## src/rtl/enc3_pkg.sv

```systemverilog
package enc3_pkg;

    typedef enum logic [1:0] {
        LVL_NULL = 2'b00,
        LVL_MID  = 2'b01,
        LVL_FULL = 2'b11
    } level_e;

    typedef struct packed {
        level_e level;
        logic   done;
        logic   err;
    } mon_s;

    // pair is {threshold-all wire, threshold-1 wire}
    function automatic level_e decode_pair(input logic [1:0] pair);
        level_e lv;
        case (pair)
            2'b00:   lv = LVL_NULL;
            2'b11:   lv = LVL_FULL;
            default: lv = LVL_MID;
        endcase
        return lv;
    endfunction

endpackage

```

## src/rtl/enc_thresh_any.sv

```systemverilog
module enc_thresh_any #(
    parameter int W = 4
) (
    input  logic [W-1:0] wires_i,
    output logic         hit_o
);
    logic [W:0] chain;

    assign chain[0] = 1'b0;

    generate
        for (genvar g = 0; g < W; g++) begin : g_or
            assign chain[g+1] = chain[g] | wires_i[g];
        end
    endgenerate

    assign hit_o = chain[W];
endmodule

```

## src/rtl/enc_thresh_all.sv

```systemverilog
module enc_thresh_all #(
    parameter int W = 4
) (
    input  logic [W-1:0] wires_i,
    output logic         hit_o
);
    logic [W:0] chain;

    assign chain[0] = 1'b1;

    generate
        for (genvar g = 0; g < W; g++) begin : g_and
            assign chain[g+1] = chain[g] & wires_i[g];
        end
    endgenerate

    assign hit_o = chain[W];
endmodule

```

## src/rtl/enc_wave_monitor.sv

```systemverilog
module enc_wave_monitor
    import enc3_pkg::*;
(
    input  logic       clk,
    input  logic       rst,
    input  logic [1:0] pair_i,
    output logic [1:0] level_o,
    output logic       done_o,
    output logic       err_o
);
    mon_s   state_d, state_q;
    level_e cur_lv;
    logic   jump_up, jump_down;

    always_comb begin
        cur_lv    = decode_pair(pair_i);
        jump_up   = (state_q.level == LVL_NULL) && (cur_lv == LVL_FULL);
        jump_down = (state_q.level == LVL_FULL) && (cur_lv == LVL_NULL);
        state_d       = state_q;
        state_d.level = cur_lv;
        state_d.done  = (cur_lv == LVL_FULL) && (state_q.level != LVL_FULL);
        state_d.err   = state_q.err | jump_up | jump_down;
        if (rst) begin
            state_d.level = LVL_NULL;
            state_d.done  = 1'b0;
            state_d.err   = 1'b0;
        end
    end

    always_ff @(posedge clk) begin
        state_q <= state_d;
    end

    assign level_o = state_q.level;
    assign done_o  = state_q.done;
    assign err_o   = state_q.err;
endmodule

```

## src/rtl/enc_mid_gate.sv

```systemverilog
module enc_mid_gate #(
    parameter int N_IN = 2,
    localparam int WIRES = 2 * N_IN
) (
    input  logic             clk,
    input  logic             rst,
    input  logic [WIRES-1:0] in_wires,
    output logic [1:0]       out_pair,
    output logic [1:0]       level_o,
    output logic             wave_done_o,
    output logic             seq_err_o
);
    logic any_hit, all_hit;

    enc_thresh_any #(.W(WIRES)) u_any (
        .wires_i (in_wires),
        .hit_o   (any_hit)
    );

    enc_thresh_all #(.W(WIRES)) u_all (
        .wires_i (in_wires),
        .hit_o   (all_hit)
    );

    assign out_pair = {all_hit, any_hit};

    enc_wave_monitor u_mon (
        .clk     (clk),
        .rst     (rst),
        .pair_i  (out_pair),
        .level_o (level_o),
        .done_o  (wave_done_o),
        .err_o   (seq_err_o)
    );
endmodule

```

## config.mk

```make
export PLATFORM = sky130hd
export DESIGN_NAME = enc_mid_gate
export DESIGN_NICKNAME = d
export VERILOG_FILES = /design/src/rtl/enc3_pkg.sv /design/src/rtl/enc_thresh_any.sv /design/src/rtl/enc_thresh_all.sv /design/src/rtl/enc_wave_monitor.sv /design/src/rtl/enc_mid_gate.sv
export SDC_FILE = /design/constraint.sdc
export NUM_CORES = 1
export LEC_CHECK = 0
export ABC_AREA = 1
export BUFFER_PORTS_ARGS = -buffer_cell sky130_fd_sc_hd__buf_2
export CAP_MARGIN = 20
export CORE_AREA = 3 3 40 42
export CTS_CLUSTER_DIAMETER = 50
export DETAILED_ROUTE_END_ITERATION = 10
export DIE_AREA = 0 0 43 45
export GPL_ROUTABILITY_DRIVEN = 0
export PLACE_DENSITY_LB_ADDON = 0.2
export SETUP_SLACK_MARGIN = 0.1
export SKIP_CTS_REPAIR_TIMING = 1
export SYNTH_ARGS = -nofsm -noshare
export SYNTH_HDL_FRONTEND = slang
export SYNTH_HIERARCHICAL = 1
export SYNTH_SLANG_ARGS = --single-unit
```

## constraint.sdc

```tcl
create_clock -name clk -period 1.1 [get_ports clk]
set_clock_uncertainty 0.15 [all_clocks]
set_input_delay 0.055 -clock clk [delete_from_list [all_inputs] [get_ports clk]]
set_output_delay 0.055 -clock clk [all_outputs]
set_load 0.05 [all_outputs]
```

After elaboration in Yosys (flattened, before gate mapping)
Index checks and enable logic that the tools add are counted.
{"block": "totals", "register_bits": 4, "inputBits": 6, "output_inout_bits": 6, "elab_cells": 22}
{"block": "op_classes", "eq_ne": 4, "muxes": 1, "bitwise": 8, "reduce_logical": 6}
{"op": "equality test 2 bit (second input constant)", "count": 3}
{"op": "logical NOT 2 bit", "count": 3}
{"op": "OR 1 bit", "count": 5}
{"op": "case mux 2 bit (2 select lines)", "count": 1}
{"op": "AND 1 bit", "count": 3}
{"op": "logical AND 1 bit", "count": 3}
{"op": "!= test 2 bit (second input constant)", "count": 1}

Depth between registers and ports, before layout
{"block": "logic_depth", "depth_word": 9, "depth_mapped": 8, "ltp_nobuf": 8}

Modules after synthesis
Netlist, hierarchy kept.
{"module": "enc_wave_monitor", "instances": 1, "cells_per_inst": 20, "area_each_um2": 143.9, "seq_area_each_um2": 80.1}
{"module": "enc_mid_gate", "instances": 1, "cells_per_inst": 2, "area_each_um2": 15.0, "seq_area_each_um2": 0.0}
{"module": "enc_thresh_all", "instances": 1, "cells_per_inst": 3, "area_each_um2": 11.3, "seq_area_each_um2": 0.0}
{"module": "enc_thresh_any", "instances": 1, "cells_per_inst": 3, "area_each_um2": 11.3, "seq_area_each_um2": 0.0}

Least setup slack after synthesis
No wires, ideal clock.
{"block": "synth_timing", "path_type": "reg2reg", "startpoint": "register u_mon.state_q, in the netlist u_mon/level_o[0]", "endpoint": "register u_mon.state_q, in the netlist u_mon/err_o", "setup_ns": 0.056, "arrival_time_ns": 0.991, "t_required_ns": 0.894, "setup_slack_ns": -0.097, "path_stages_with_launch": 7, "path_buffers": 0, "synth_period_minus_slack_ns": 1.197, "path_cell_list": "dfxtp_1 > nand2_1 > inv_1 > nand2_1 > nand3_1 > nand2_1 > inv_1"}
{"block": "synth_via", "elab_chain_len": 4, "elab_cells_between_ends": 6, "classes_between": "eq/ne: 1; bitwise: 2; reduce/logical: 3"}
{"item": "start: declaration", "line": "enc_wave_monitor.sv:11", "source": "mon_s state_d, state_q;"}
{"item": "start signal: assignment", "line": "enc_wave_monitor.sv:31", "source": "state_q <= state_d;"}
{"item": "logical NOT 2 bit", "line": "enc_wave_monitor.sv:17", "source": "jump_up = (state_q.level == LVL_NULL) && (cur_lv == LVL_FULL);"}
{"item": "logical AND 1 bit", "line": "enc_wave_monitor.sv:17"}
{"item": "OR 1 bit", "line": "enc_wave_monitor.sv:22", "source": "state_d.err = state_q.err | jump_up | jump_down;"}
{"item": "OR 1 bit *", "line": "enc_wave_monitor.sv:22"}
Every way passes the cells marked *; elsewhere a longest branch is shown, timed or not.
A chain may end at the register's enable or synchronous reset.

Worst setup path in the final report
{"block": "layout_timing", "startpoint": "register u_mon.state_q, in the netlist u_mon/level_o[0]", "endpoint": "output level_o[0]"}
{"item": "end: declaration", "line": "enc_mid_gate.sv:9", "source": "output logic [1:0] level_o,"}
No word-level cell between the ends.

==> flow_summary.toml <==
[run_status]
run_status = "finished clean"

[final_layout]
drive_above_1_share = 0.429
final_net_count = 49
final_cells = 57
area.growth.synth_to_final_pct = 61.4
diodes = 0
mostFrequentLayoutCells = "sky130_fd_sc_hd__buf_2 (8), sky130_fd_sc_hd__nand2_1 (8), sky130_fd_sc_hd__nor2_1 (7)"

[floorplan]
core-area_um2 = 1280
die_width_um = 43
die_h_um = 45
floorplan.rows = 13
start_util = 0.141
boundaryPins = 12
die_area_um2 = 1940

[route]
drtIter0Drc = 7
wl_per_cell_um = 6.49
route.vias.total = 195
detail_route.vias_per_cell = 3.42
drc_markers = 0
drt_pass1_iterations = 4
wl_um = 370
postRouteAntennaNets = 0

[sta]
worst_slew_margin_rel = 0.831
setup_slack_ns = 0.110
finalWorstPathRequiredPeriod_ns = 0.990
final_min_period_over_clock_period = 0.900
report.final.setup_viol = 0
max_freq_mhz = 1010
timing_hold_violations_final = 0
worst_hold_margin_ns = 0.0372
setup_tns_final_ns = 0
least_margin_pin_slew_ns = 0.255
grt_setup_unrepaired = "yes"
final_max_slew_viol_count = 0

[global_route]
overflow_left_after_global_routing = 0
number_of_antenna_violations_at_the_first_check_in_global_routing = 0
groute.usage.overall = 0.0491
wire_length_of_the_first_global_routing_pass_um = 669
grt_start_max_net_pins = 5
via_count_of_the_first_global_routing_pass = 183

[critical_path]
cpLargestDelayFamily = "flip-flops"
path_buf_inv = 1
worst_ep_arrival_time_ns = 0.79
regToRegEndpoint = "u_mon/err_o$_SDFF_PP0_"
worst-setup-path-type = "flop to output port"
delay_of_the_slowest_cell_on_the_worst_path_ns = 0.34
setup.worst_path.start_class = "flop"
critical_path_rt_ns = 0.89
timing.critical_path.fanout_max = 3
timing.critical_path.to_type = "output port"
crit-reg2reg-launch = "u_mon/level_o[0]$_SDFF_PP0_"
timing.critical_path.cells = "clkbuf_4"
cp_slowest_cell = "sky130_fd_sc_hd__dfxtp_4"
ff2ff_setup_slack_ns = 0.18
reg2regPathDepth = 6

[synthesis]
syn_avg_cell_area_um2 = 6.48
synth.yosys.warnings = 6
synthesis.instances = 28
netlist_area_um2 = 181
synth-seq-area-share = 0.441
postSynthRegisterBits = 4
synth_cell_type_count = 8
mappedNetlistNets = 34

[clock_network]
clk_transition_reported_paths_ns = 0.04
clock_tree_from_tritoncts = "built"
clockBufferDepth = 2
htree_num_levels = 1
cts.sink_count = 4
root_buffer = "sky130_fd_sc_hd__clkbuf_4"
cts_inserted_buffers = 3
clock_latency_late_sink_ns = 0.23

[flow_run]
max_capacitance_violation_total = 0

[worst_hold_path]
holdCritPathClass = "primary input to flop"
hold-path-endpoint = "u_mon/level_o[0]$_SDFF_PP0_"
min_delay_path_depth = 5
hold_start = "in_wires[0]"

[placement]
numPortBuffers = 11
place_worst_setup_slack_ns = 0.132
hpwl_um = 322
numPlacedInstances = 52

[pwr]
max-vdd-ir-drop_uv = 323
leakage_uw = 0.000167
post-layout-total-power_uw = 398
areal_power_density_over_the_cells_nw_per_um2 = 1360
[per-layer routing]
metal,global-route usage,wire (um),up-vias
met3,0.0199,43,0
met4,0.0723,0,0
met5,0,0,-
met2,0.0569,153,12
li1,-,-,110
met1,0.0553,173,73
[registers in the layout, indices dropped and copies added, names as in the netlist]
signal	cells
u_mon/level_o	2
u_mon/done_o	1
u_mon/err_o	1
[cells in the mapped netlist]
cell / count / area, um^2
sky130_fd_sc_hd__inv_1: 4 / 15.0
sky130_fd_sc_hd__buf_4: 2 / 15.0
sky130_fd_sc_hd__dfxtp_1: 4 / 80.1
sky130_fd_sc_hd__nor3_1: 1 / 5.00
sky130_fd_sc_hd__clkinvlp_2: 1 / 5.00
sky130_fd_sc_hd__nand3_1: 1 / 5.00
sky130_fd_sc_hd__nand2_1: 8 / 30.0
sky130_fd_sc_hd__nor2_1: 7 / 26.3
[report_power, final]
part / leakage (uW) / internal, uW / switching [uW] / total [uW]
sequential: 0.0000344 / 148 / 2.53 / 150
combinational: 0.000117 / 19.8 / 37.9 / 57.7
clock: 0.0000150 / 136 / 54.8 / 191
total: 0.000167 / 303 / 95.2 / 398
[per-stage QoR]
stage	cell area, um^2	util
CTS	275	0.214
global placement	249	0.194
finish	293	0.228
detailed placement	249	0.194
floorplan	190	-
global route	293	0.228
[area by class of cell]
class                           instances  area (um^2)
Tap cell                               15         18.8
Timing Repair Buffer                   12         72.6
Fill cell                             147          992
Inverter                                5         20.0
Multi-Input combinational cell         17         66.3
Sequential cell                         4         88.8
Clock buffer                            4         26.3
[kinds of logic (layout without fill, tap and decap cells)]
group	Yosys count	after routing	synth area share
buffers and inverters	7	21	0.193
AND/OR/NAND/NOR	17	17	0.365
flip-flops	4	4	0.441
[how the worst max path moves through the flow]
stage,startpoint,to,cells past startpoint
final,u_mon/level_o[0]$_SDFF_PP0_,level_o[0],1
after global placement,in_wires[1],u_mon/err_o$_SDFF_PP0_,9
after global routing,u_mon/level_o[0]$_SDFF_PP0_,level_o[0],1
after floorplan,u_mon/err_o$_SDFF_PP0_,u_mon/err_o$_SDFF_PP0_,4
after CTS,u_mon/level_o[1]$_SDFF_PP0_,level_o[1],1
after detailed placement,in_wires[1],u_mon/err_o$_SDFF_PP0_,9
No activity file was read; power rests on OpenSTA's default activity.
